==> config.mk <==
export PLATFORM = sky130hd
export DESIGN_NAME = wdt_keyed
export DESIGN_NICKNAME = d
export VERILOG_FILES = /design/src/rtl/wdt_keyed_pkg.sv /design/src/rtl/wdt_feed_seq.sv /design/src/rtl/wdt_down_counter.sv /design/src/rtl/wdt_rst_pulse.sv /design/src/rtl/wdt_keyed.sv
export SDC_FILE = /design/constraint.sdc
export NUM_CORES = 1
export LEC_CHECK = 0
export BUFFER_PORTS_ARGS = -buffer_cell sky130_fd_sc_hd__buf_2
export CAP_MARGIN = 5
export CORE_ASPECT_RATIO = 1.2
export CORE_UTILIZATION = 43
export DETAILED_ROUTE_END_ITERATION = 8
export REMOVE_ABC_BUFFERS = 1
export SYNTH_ARGS = -nofsm -noshare
export SYNTH_HDL_FRONTEND = slang
export SYNTH_HIERARCHICAL = 1
export SYNTH_SLANG_ARGS = --single-unit
==> constraint.sdc <==
create_clock -name clk -period 9 [get_ports clk]
set_input_delay 0.45 -clock clk [delete_from_list [all_inputs] [get_ports clk]]
set_output_delay 0.45 -clock clk [all_outputs]
set_load 0.1 [all_outputs]
==> src/rtl/wdt_keyed_pkg.sv <==
package wdt_keyed_pkg;
  typedef enum logic [1:0] {
    REG_CTRL    = 2'd0,
    REG_TIMEOUT = 2'd1,
    REG_FEED    = 2'd2,
    REG_COUNT   = 2'd3
  } wdt_reg_e;

  typedef enum logic {
    SEQ_IDLE  = 1'b0,
    SEQ_ARMED = 1'b1
  } seq_state_e;

  localparam logic [7:0] KEY_ARM    = 8'hAA;
  localparam logic [7:0] KEY_COMMIT = 8'h55;

  function automatic logic key_match(input logic [7:0] b, input logic [7:0] key);
    return b == key;
  endfunction
endpackage

==> src/rtl/wdt_feed_seq.sv <==
module wdt_feed_seq
  import wdt_keyed_pkg::*;
(
  input  logic       clk,
  input  logic       rst_n,
  input  logic       hold,
  input  logic       bus_sel,
  input  logic       feed_wr,
  input  logic [7:0] key_byte,
  input  logic       other_access,
  output logic       feed_ok,
  output logic       seq_fault,
  output logic       armed
);
  seq_state_e state_q, state_d;
  logic arm_hit, commit_hit;

  assign arm_hit    = feed_wr && key_match(key_byte, KEY_ARM);
  assign commit_hit = feed_wr && key_match(key_byte, KEY_COMMIT) && !other_access;

  always_comb begin
    state_d   = state_q;
    feed_ok   = 1'b0;
    seq_fault = 1'b0;
    if (hold) begin
      state_d = SEQ_IDLE;
    end else if (state_q == SEQ_ARMED) begin
      if (commit_hit) begin
        feed_ok = 1'b1;
        state_d = SEQ_IDLE;
      end else if (bus_sel || other_access) begin
        seq_fault = 1'b1;
        state_d   = SEQ_IDLE;
      end
    end else if (arm_hit) begin
      state_d = SEQ_ARMED;
    end
  end

  always_ff @(posedge clk or negedge rst_n) begin
    if (!rst_n) state_q <= SEQ_IDLE;
    else        state_q <= state_d;
  end

  assign armed = (state_q == SEQ_ARMED);

  // an intruding access always resolves the armed state
  p_fault_idles_r5: assert property (@(posedge clk) disable iff (!rst_n)
    seq_fault |=> !armed);
  // while idle, nothing but the arm key can arm the tracker
  p_idle_needs_key_r6: assert property (@(posedge clk) disable iff (!rst_n)
    (!armed && !(feed_wr && key_byte == 8'hAA)) |=> !armed);
  // a read while idle leaves the tracker idle
  p_read_keeps_idle_r7: assert property (@(posedge clk) disable iff (!rst_n)
    (!armed && bus_sel && !feed_wr && !hold) |=> !armed);
endmodule

==> src/rtl/wdt_down_counter.sv <==
module wdt_down_counter #(
  parameter int          CNT_W = 32,
  parameter logic [31:0] INIT  = 32'h0FFF_FFFF
) (
  input  logic             clk,
  input  logic             rst_n,
  input  logic             run,
  input  logic             load,
  input  logic [CNT_W-1:0] load_val,
  output logic [CNT_W-1:0] count,
  output logic             at_zero
);
  function automatic logic [CNT_W-1:0] step_down(input logic [CNT_W-1:0] v);
    return v - {{(CNT_W-1){1'b0}}, 1'b1};
  endfunction

  logic [CNT_W-1:0] cnt_q;

  always_ff @(posedge clk or negedge rst_n) begin
    if (!rst_n)    cnt_q <= INIT[CNT_W-1:0];
    else if (load) cnt_q <= load_val;
    else if (run)  cnt_q <= step_down(cnt_q);
  end

  assign count   = cnt_q;
  assign at_zero = (cnt_q == '0);

  // a reload takes the value offered on the loading edge
  p_reload_r4: assert property (@(posedge clk) disable iff (!rst_n)
    load |=> cnt_q == $past(load_val));
  // without run or load the count holds
  p_hold_r10: assert property (@(posedge clk) disable iff (!rst_n)
    (!run && !load) |=> $stable(cnt_q));
endmodule

==> src/rtl/wdt_rst_pulse.sv <==
module wdt_rst_pulse #(
  parameter int RST_CYCLES = 16
) (
  input  logic clk,
  input  logic rst_n,
  input  logic fire,
  output logic active
);
  localparam int RC_W = $clog2(RST_CYCLES + 1);
  localparam logic [RC_W-1:0] RC_LOAD = RC_W'(RST_CYCLES);

  logic [RC_W-1:0] rc_q;

  always_ff @(posedge clk or negedge rst_n) begin
    if (!rst_n)              rc_q <= '0;
    else if (fire)           rc_q <= RC_LOAD;
    else if (rc_q != '0)     rc_q <= rc_q - 1'b1;
  end

  assign active = (rc_q != '0);

  // a request always shows up on the output next cycle
  p_fire_shows_r8: assert property (@(posedge clk) disable iff (!rst_n)
    fire |=> active);
endmodule

==> src/rtl/wdt_keyed.sv <==
module wdt_keyed
  import wdt_keyed_pkg::*;
#(
  parameter int          CNT_W       = 32,
  parameter int          RST_CYCLES  = 16,
  parameter logic [31:0] TIMEOUT_RST = 32'h0FFF_FFFF
) (
  input  logic             clk,
  input  logic             rst_n,
  input  logic             bus_sel,
  input  logic             bus_wr,
  input  logic [1:0]       bus_addr,
  input  logic [CNT_W-1:0] bus_wdata,
  output logic [CNT_W-1:0] bus_rdata,
  input  logic             other_access,
  output logic             wdt_reset
);
  logic             en_q, flag_q;
  logic [CNT_W-1:0] timeout_q;
  logic             ctrl_wr, tmo_wr, feed_wr;
  logic             en_rise, flag_clr;
  logic             feed_ok, seq_fault, armed;
  logic             pulse_active, fire, cnt_load, cnt_run, at_zero;
  logic [CNT_W-1:0] count;

  assign ctrl_wr  = bus_sel && bus_wr && (bus_addr == REG_CTRL);
  assign tmo_wr   = bus_sel && bus_wr && (bus_addr == REG_TIMEOUT);
  assign feed_wr  = bus_sel && bus_wr && (bus_addr == REG_FEED);
  assign en_rise  = ctrl_wr && bus_wdata[0] && !en_q;
  assign flag_clr = ctrl_wr && bus_wdata[1];

  wdt_feed_seq u_seq (
    .clk          (clk),
    .rst_n        (rst_n),
    .hold         (pulse_active),
    .bus_sel      (bus_sel),
    .feed_wr      (feed_wr),
    .key_byte     (bus_wdata[7:0]),
    .other_access (other_access),
    .feed_ok      (feed_ok),
    .seq_fault    (seq_fault),
    .armed        (armed)
  );

  assign fire     = en_q && !pulse_active && (seq_fault || at_zero);
  assign cnt_run  = en_q && !pulse_active;
  assign cnt_load = fire || feed_ok || en_rise;

  wdt_down_counter #(.CNT_W(CNT_W), .INIT(TIMEOUT_RST)) u_cnt (
    .clk      (clk),
    .rst_n    (rst_n),
    .run      (cnt_run),
    .load     (cnt_load),
    .load_val (timeout_q),
    .count    (count),
    .at_zero  (at_zero)
  );

  wdt_rst_pulse #(.RST_CYCLES(RST_CYCLES)) u_pulse (
    .clk    (clk),
    .rst_n  (rst_n),
    .fire   (fire),
    .active (pulse_active)
  );

  always_ff @(posedge clk or negedge rst_n) begin
    if (!rst_n) begin
      en_q      <= 1'b0;
      flag_q    <= 1'b0;
      timeout_q <= TIMEOUT_RST[CNT_W-1:0];
    end else begin
      if (ctrl_wr && bus_wdata[0]) en_q <= 1'b1;
      if (fire)          flag_q <= 1'b1;
      else if (flag_clr) flag_q <= 1'b0;
      if (tmo_wr) timeout_q <= bus_wdata;
    end
  end

  always_comb begin
    unique case (bus_addr)
      REG_CTRL:    bus_rdata = {{(CNT_W-2){1'b0}}, flag_q, en_q};
      REG_TIMEOUT: bus_rdata = timeout_q;
      REG_FEED:    bus_rdata = '0;
      default:     bus_rdata = count;
    endcase
  end

  assign wdt_reset = pulse_active;

  // enable is sticky
  p_en_sticky_r2: assert property (@(posedge clk) disable iff (!rst_n)
    en_q |=> en_q);
  // a broken feed while enabled raises the output next cycle
  p_fault_fires_r5: assert property (@(posedge clk) disable iff (!rst_n)
    (seq_fault && en_q && !wdt_reset) |=> wdt_reset);
  // reaching zero while running raises the output next cycle
  p_zero_fires_r3: assert property (@(posedge clk) disable iff (!rst_n)
    (at_zero && en_q && !wdt_reset) |=> wdt_reset);
  // the cause flag is set whenever the output rises
  p_flag_on_pulse_r8: assert property (@(posedge clk) disable iff (!rst_n)
    $rose(wdt_reset) |-> flag_q);
  // no request while disabled
  p_quiet_disabled_r9: assert property (@(posedge clk) disable iff (!rst_n)
    !en_q |=> !wdt_reset);
endmodule

==> flow_metrics.py, run 1 <==
metrics = {
    "placement": {
        "pre_cts_ws_ns": 4.93,
        "placedCellCount": 566,
        "place.gp.congestion": 0.743,
        "dp_hpwl_mm": 6.26,
        "io_buffers": 71,
    },
    "critical_path": {
        "startpoint": "u_cnt/count[17]",
        "critPathKind": "reg2reg",
        "crit_fanout": 62,
        "r2r_start": "u_cnt/count[17]",
        "cp.required_ns": 9.21,
        "path_cells": "or4_4, or4_4, or4_4, nor4b_1, o21a_1, a311o_2, mux2_2",
        "slowest_delay_ns": 0.84,
        "cp_common_cell": "or4_4",
        "cp_slowest_cell": "a311o_2",
        "cp.depth": 7,
        "critPathArrivalTime_ns": 4.25,
        "r2r_cells": 7,
        "endpoint_kind": "flip-flop",
        "cp_top_family": "simple AND/OR/NAND/NOR gates",
        "worst_setup_path_start_kind": "flip-flop",
        "critPathBufInv": 0,
    },
    "timing": {
        "whs_ns": 0.352,
        "setup_viol": 0,
        "clock_skew_ns": 0.00665,
        "setup-tns-final_ns": 0,
        "period_share_pct": 44.9,
        "fmax_ghz": 0.248,
        "min_period_ns": 4.04,
        "worst_slew_pin_slew_ns": 1.04,
        "drv_slew": 0,
        "fin_ws_ns": 4.96,
        "slew_headroom_pct": 30.9,
        "hold_viol": 0,
        "rsz0062_at_grt": "false",
    },
    "die": {
        "die-area_sq_um": 10400,
        "placementRows": 39,
        "start_util_pct": 44.5,
        "die_h_um": 111,
        "core_area_sq_um": 9610,
        "die_width_um": 93.1,
        "io_pins": 72,
    },
    "pwr": {
        "vdd_ir_drop_max_mv": 0.115,
        "power_density_nw_per_um2": 226,
        "total_leakage_power_nw": 2.14,
    },
    "clock_tree": {
        "clockBufferDepth": 2,
        "path_clk_slew_ns": 0.05,
        "cts_made_buffers": 9,
        "clk_latency_ns": 0.32,
        "cts_max_level": 3,
        "cts_resized": 0,
        "cts_tree": "built",
        "hold_buffers": 0,
        "cts_sinks": 72,
        "postCtsSetupBuffers": 0,
        "cts-root-buf": "clkbuf_16",
    },
    "layout": {
        "drive_gt1_share_pct": 41.2,
        "area_growth_syn_to_layout_pct": 15.6,
        "final_nets": 495,
        "diodes": 0,
        "mostFrequentLayoutCell": "buf_2",
        "fill_cells": 909,
        "final_cell_mix": "buf_2 (71), dfstp_2 (56), nand2_1 (38)",
        "stdcell_count": 582,
    },
    "hold_path": {
        "hold_class": "in2async",
    },
    "detailed_routing": {
        "drt_wl_total_mm": 9.27,
        "wl_per_cell_um": 15.9,
        "drc": 0,
        "first_pass_iters": 4,
        "drtIter0Drc": 122,
        "drtAntennaViolNets": 0,
        "viasPerCell": 5.30,
        "vias": 3087,
    },
    "synthesis": {
        "synth_edf_count": 0,
        "synth_top_area_share_pct": 34.4,
        "ys_types": 50,
        "synthTopCellsByArea": "dfstp_2 (34%), mux2_4 (11%), dfrtp_1 (9.4%)",
        "ys_warn_count": 6,
        "ys_seq_area_share_pct": 43.7,
        "postSynthCellCount": 392,
        "synth_flop_cell": "dfstp_2",
        "avgSynthCellArea_sq_um": 10.9,
        "synth_seq_cells": 72,
        "ys_async_sr_fraction_pct": 100,
        "netlist_area_sq_um": 4280,
        "synth_top_area_cell": "dfstp_2",
    },
    "global_routing": {
        "grt_max_degree": 73,
        "antenna_found_initial": 0,
        "gr-total-overflow": 0,
        "globalRouteMet3Util_pct": 3.84,
        "grt_util_met2_pct": 29.5,
        "top_usage_layer": "met2",
        "met1_usage_pct": 26.2,
        "grt_pass1_vias": 3129,
        "grt_use_total_pct": 19.0,
        "grt_pass1_wl_mm": 15.4,
    },
    "job": {
        "maxCapViolations": 0,
    },
    "run_status": {
        "status": "finished clean",
    },
}
per-layer routing:
metal | wire length, um | vias to the layer above
met1 | 4490 | 1518
li1 | - | 1508
met4 | 54 | 0
met3 | 273 | 4
met2 | 4460 | 57
met5 | 0 | -
power by group:
part | internal (W) | switching, W
sequential | 0.000407 | 0.0000509
clock | 0.000202 | 0.000123
combinational | 0.000118 | 0.000217
final timing paths:
kind	endpoint	slack [ns]
min reg2reg	flag_q	0.49
min	u_cnt/count[28]	0.35
max reg2reg	u_cnt/count[30]	4.96
min in group clk	timeout_q[9]	0.35
max	u_cnt/count[30]	4.96
max in group asynchronous	timeout_q[28]	8.07
logic make-up (layout without fill, tap and decap cells):
logic type,after synthesis,in the layout,share of synthesized area (%)
flip-flops,72,72,43.7
AO/OA/AOI/OAI,41,41,5.90
AND/OR/NAND/NOR,151,151,20.5
multiplexers,68,68,19.6
XOR/XNOR,30,30,6.14
adder cells (fa/ha/maj),2,2,0.584
buffers and inverters,28,95,3.54
synthesized netlist by cell type, types with 3 or more instances:
library cell and instances:
xor2_1 8, or4_4 3, buf_6 5, clkbuf_1 11
nor4_1 14, dfrtp_1 16, dfstp_2 56, nand3_1 6
xnor2_1 22, nand4_1 3, buf_2 4, nor2b_1 31
nor3_1 6, mux2_2 6, inv_1 6, or3_1 6
nor3b_1 3, nor2_1 20, o21ai_0 29, nor4b_1 3
nand2_1 38, mux2_4 30, mux2i_1 32
worst reg2reg max path: stages (launching register included):
cell	delay [ns]
dfstp_2	0.38
or4_4	0.55
or4_4	0.50
or4_4	0.55
nor4b_1	0.31
o21a_1	0.33
a311o_2	0.84
mux2_2	0.46
registers in the layout, indices dropped and copies added, names as in the netlist:
signal	cells
u_pulse/rc_q	5
u_cnt/count	32
u_seq/armed	1
en_q	1
timeout_q	32
flag_q	1
through the flow:
stage | total power [W] | instance area, sq um | util, %
2_1_floorplan | 0.000723 | 4150 | -
3_3_place_gp | 0.000790 | 4680 | 48.7
3_5_place_dp | 0.000799 | 4680 | 48.7
4_1_cts | 0.00113 | 4950 | 51.5
5_1_grt | 0.00118 | 4950 | 51.5
6_report | 0.00112 | 4950 | 51.5
final cells by class:
class,count,area [sq um],area share (%)
clock buffer,16,272,5.49
inverter,6,22.5,0.455
multi-input combinational,292,2260,45.7
sequential,72,1870,37.8
tap,123,154,3.11
timing repair buffer,73,370,7.48
No activity file was read; power rests on OpenSTA's default activity.
==> run 2, diff against run 1 <==
--- a/config.mk
+++ b/config.mk
@@ -5,11 +5,13 @@
 export SDC_FILE = /design/constraint.sdc
 export NUM_CORES = 1
 export LEC_CHECK = 0
+export ABC_AREA = 1
 export BUFFER_PORTS_ARGS = -buffer_cell sky130_fd_sc_hd__buf_2
 export CAP_MARGIN = 5
 export CORE_ASPECT_RATIO = 1.2
 export CORE_UTILIZATION = 43
 export DETAILED_ROUTE_END_ITERATION = 8
+export PLACE_DENSITY = 0.66
 export REMOVE_ABC_BUFFERS = 1
 export SYNTH_ARGS = -nofsm -noshare
 export SYNTH_HDL_FRONTEND = slang
==> constraint.sdc (replaced) <==
create_clock -name clk -period 3.3 [get_ports clk]
set_input_delay 0.165 -clock clk [delete_from_list [all_inputs] [get_ports clk]]
set_output_delay 0.165 -clock clk [all_outputs]
set_load 0.1 [all_outputs]
==> run 2 against run 1 <==
- flip-flop and latch count is the same
- hold slack lost 0.33 ns
- count of clock-buffer cells in the layout shrank 1
==> flow_metrics.py, run 2 <==
metrics = {
    "clock_tree": {
        "cts_max_level": 3,
        "hold_buffers": 0,
        "clk_latency_ns": 0.34,
        "cts_tree": "built",
        "cts_resized": 0,
        "cts_sinks": 72,
        "cts_made_buffers": 9,
        "cts-root-buf": "clkbuf_16",
        "clockBufferDepth": 2,
        "path_clk_slew_ns": 0.06,
        "postCtsSetupBuffers": 0,
    },
    "global_routing": {
        "grt_use_total_pct": 22.5,
        "grt_pass1_vias": 4202,
        "grt_pass1_wl_mm": 19.3,
        "antenna_found_initial": 0,
        "gr-total-overflow": 0,
        "grt_max_degree": 73,
    },
    "synthesis": {
        "ys_types": 37,
        "synth_seq_cells": 72,
        "synth_compound_area_share_pct": 8.44,
        "synth_flop_cell": "dfstp_2",
        "yosys.cell_count.top_type": "nand2_1",
        "synthSimpleGateAreaFrac_pct": 40.6,
        "synth_top_area_share_pct": 32.0,
        "synth_top_area_cell": "dfstp_2",
        "ys_seq_area_share_pct": 40.7,
        "avgSynthCellArea_sq_um": 7.09,
        "synthAdderAreaFrac_pct": 0.545,
        "netlist_area_sq_um": 4590,
        "ys_async_sr_fraction_pct": 100,
        "synth_xor_area_share_pct": 2.48,
        "yosys-top-cells-count": "nand2_1 (295), nor2_1 (72), dfstp_2 (56), inv_1 (43), nand3_1 (36)",
        "synth_top_family_by_area": "simple AND/OR/NAND/NOR gates",
        "ys_warn_count": 6,
        "synth_edf_count": 0,
        "postSynthCellCount": 648,
        "synthTopCellsByArea": "dfstp_2 (32%), nand2_1 (24%), dfrtp_1 (8.7%)",
        "yosys-mux-area-fraction_pct": 0,
    },
    "detailed_routing": {
        "drtIter0Drc": 243,
        "drtAntennaViolNets": 0,
        "first_pass_iters": 5,
        "drt_wl_total_mm": 11.5,
        "wl_per_cell_um": 13.6,
        "viasPerCell": 5.09,
        "drc": 0,
        "vias": 4302,
    },
    "critical_path": {
        "r2r_start": "u_cnt/count[0]",
        "slowest_delay_ns": 0.36,
        "endpoint_kind": "flip-flop",
        "cp_common_cell": "nor2_1",
        "worst_setup_path_start_kind": "flip-flop",
        "r2r_cells": 17,
        "cp_slowest_cell": "dfstp_2",
        "critPathKind": "reg2reg",
        "cp.required_ns": 3.56,
        "critPathArrivalTime_ns": 3.09,
        "critPathBufInv": 3,
        "crit_fanout": 21,
        "path_cells": "inv_1, ha_1, nand2_2, nor2_4, nand2_2, nor2_2, nand3_1, nor2_1, nor2_1, nor2_1, nor2_1, nand2_1, buf_4, inv_1, o21ai_0, a21oi_1, o21ai_0",
        "cp_top_family": "simple AND/OR/NAND/NOR gates",
        "r2r_setup_slack_ns": 0.48,
        "timing.rr.end": "u_cnt/count[6]",
    },
    "placement": {
        "pre_cts_ws_ns": 0.474,
        "dp_hpwl_mm": 8.12,
        "io_buffers": 71,
        "place.gp.congestion": 0.888,
        "placedCellCount": 830,
    },
    "timing": {
        "slew_headroom_pct": 40.0,
        "fin_ws_ns": 0.476,
        "setup-tns-final_ns": 0,
        "setup_viol": 0,
        "clock_skew_ns": 0.00825,
        "fmax_ghz": 0.354,
        "worst_slew_pin_slew_ns": 0.900,
        "period_share_pct": 85.6,
        "hold_viol": 0,
        "drv_slew": 0,
        "min_period_ns": 2.82,
        "rsz0062_at_grt": "false",
    },
    "layout": {
        "mostFrequentLayoutCell": "nand2_1",
        "drive_gt1_share_pct": 24.5,
        "final_nets": 756,
        "stdcell_count": 845,
        "area_growth_syn_to_layout_pct": 15.1,
        "final_cell_mix": "nand2_1 (295), nor2_1 (71), buf_2 (71)",
        "diodes": 0,
        "final_util_pct": 51.8,
    },
    "pwr": {
        "total_leakage_power_nw": 2.80,
        "combPwrFrac_pct": 40.7,
        "p_int_w": 0.00224,
        "clkPwrFrac_pct": 23.4,
        "power_w": 0.00403,
        "switching_share_pct": 44.3,
        "power_switching_w": 0.00179,
        "vdd_ir_drop_max_mv": 0.315,
        "power_density_nw_per_um2": 761,
        "p_seq_share_pct": 35.9,
    },
    "die": {
        "die-area_sq_um": 11100,
        "die_width_um": 96.4,
        "core_area_sq_um": 10200,
        "io_pins": 72,
        "die_h_um": 115,
        "placementRows": 40,
        "start_util_pct": 45.0,
    },
    "hold_path": {
        "hold_class": "in2reg",
        "whs_path_depth": 3,
        "min_from": "bus_wdata[8]",
        "holdPathEnd": "timeout_q[8]",
    },
    "run_status": {
        "status": "finished clean",
    },
    "job": {
        "maxCapViolations": 0,
    },
}
## run 2: kinds of logic (layout without fill, tap and decap cells)
kind of cell,count (synthesis),in the layout
buffers and inverters,68,139
AO/OA/AOI/OAI,57,57
adder cells (fa/ha/maj),2,2
flip-flops,72,72
XOR/XNOR,13,13
AND/OR/NAND/NOR,436,436
## run 2: worst max-delay path by stage
| stage | start | end | slack [ns] | cells past startpoint |
|---|---|---|---|---|
| 2_1_floorplan | u_pulse/rc_q[0] | u_cnt/count[1] | -0.48 | 12 |
| 3_3_place_gp | u_cnt/count[0] | u_cnt/count[6] | 0.64 | 17 |
| 3_5_place_dp | u_cnt/count[0] | u_cnt/count[6] | 0.47 | 17 |
| 5_1_grt | u_cnt/count[0] | u_cnt/count[6] | 0.19 | 17 |
| 6_report | u_cnt/count[0] | u_cnt/count[6] | 0.48 | 17 |
| 4_1_cts | u_cnt/count[0] | u_cnt/count[6] | 0.46 | 17 |
## run 2: area by class of cell
class / instances / area (sq um)
Sequential cell: 72 / 1870
Inverter: 47 / 180
Tap cell: 126 / 158
Timing Repair Buffer: 77 / 400
Multi-Input combinational cell: 508 / 2390
Fill cell: 1056 / 4920
Clock buffer: 15 / 288
## run 2: tightest hold or removal path: stages
cell     delay (ns)
buf_2          0.09
nand2_1        0.05
nand2_1        0.05
## run 2: per-layer routing
layer	part of all wire (%)	GRT usage [%]
met1	45	28.3
met2	49	37.5
met3	4.7	4.76
met4	1.5	8.73
met5	0	0
## run 2: stage by stage
stage,instance area [sq um],hold slack [ns]
2_1_floorplan,4440,-0.131
3_3_place_gp,5000,0.367
3_5_place_dp,5000,0.370
4_1_cts,5290,0.0140
5_1_grt,5290,0.0279
6_report,5290,0.0237
## run 2: power by group through the flow
stage                     Sequential (W)  Clock [W]  Combinational [W]
after floorplan                  0.00138          0            0.00132
after global placement           0.00145          0            0.00160
after detailed placement         0.00145          0            0.00163
after CTS                        0.00144   0.000967            0.00165
after global routing             0.00148   0.000998            0.00181
final                            0.00144   0.000943            0.00164
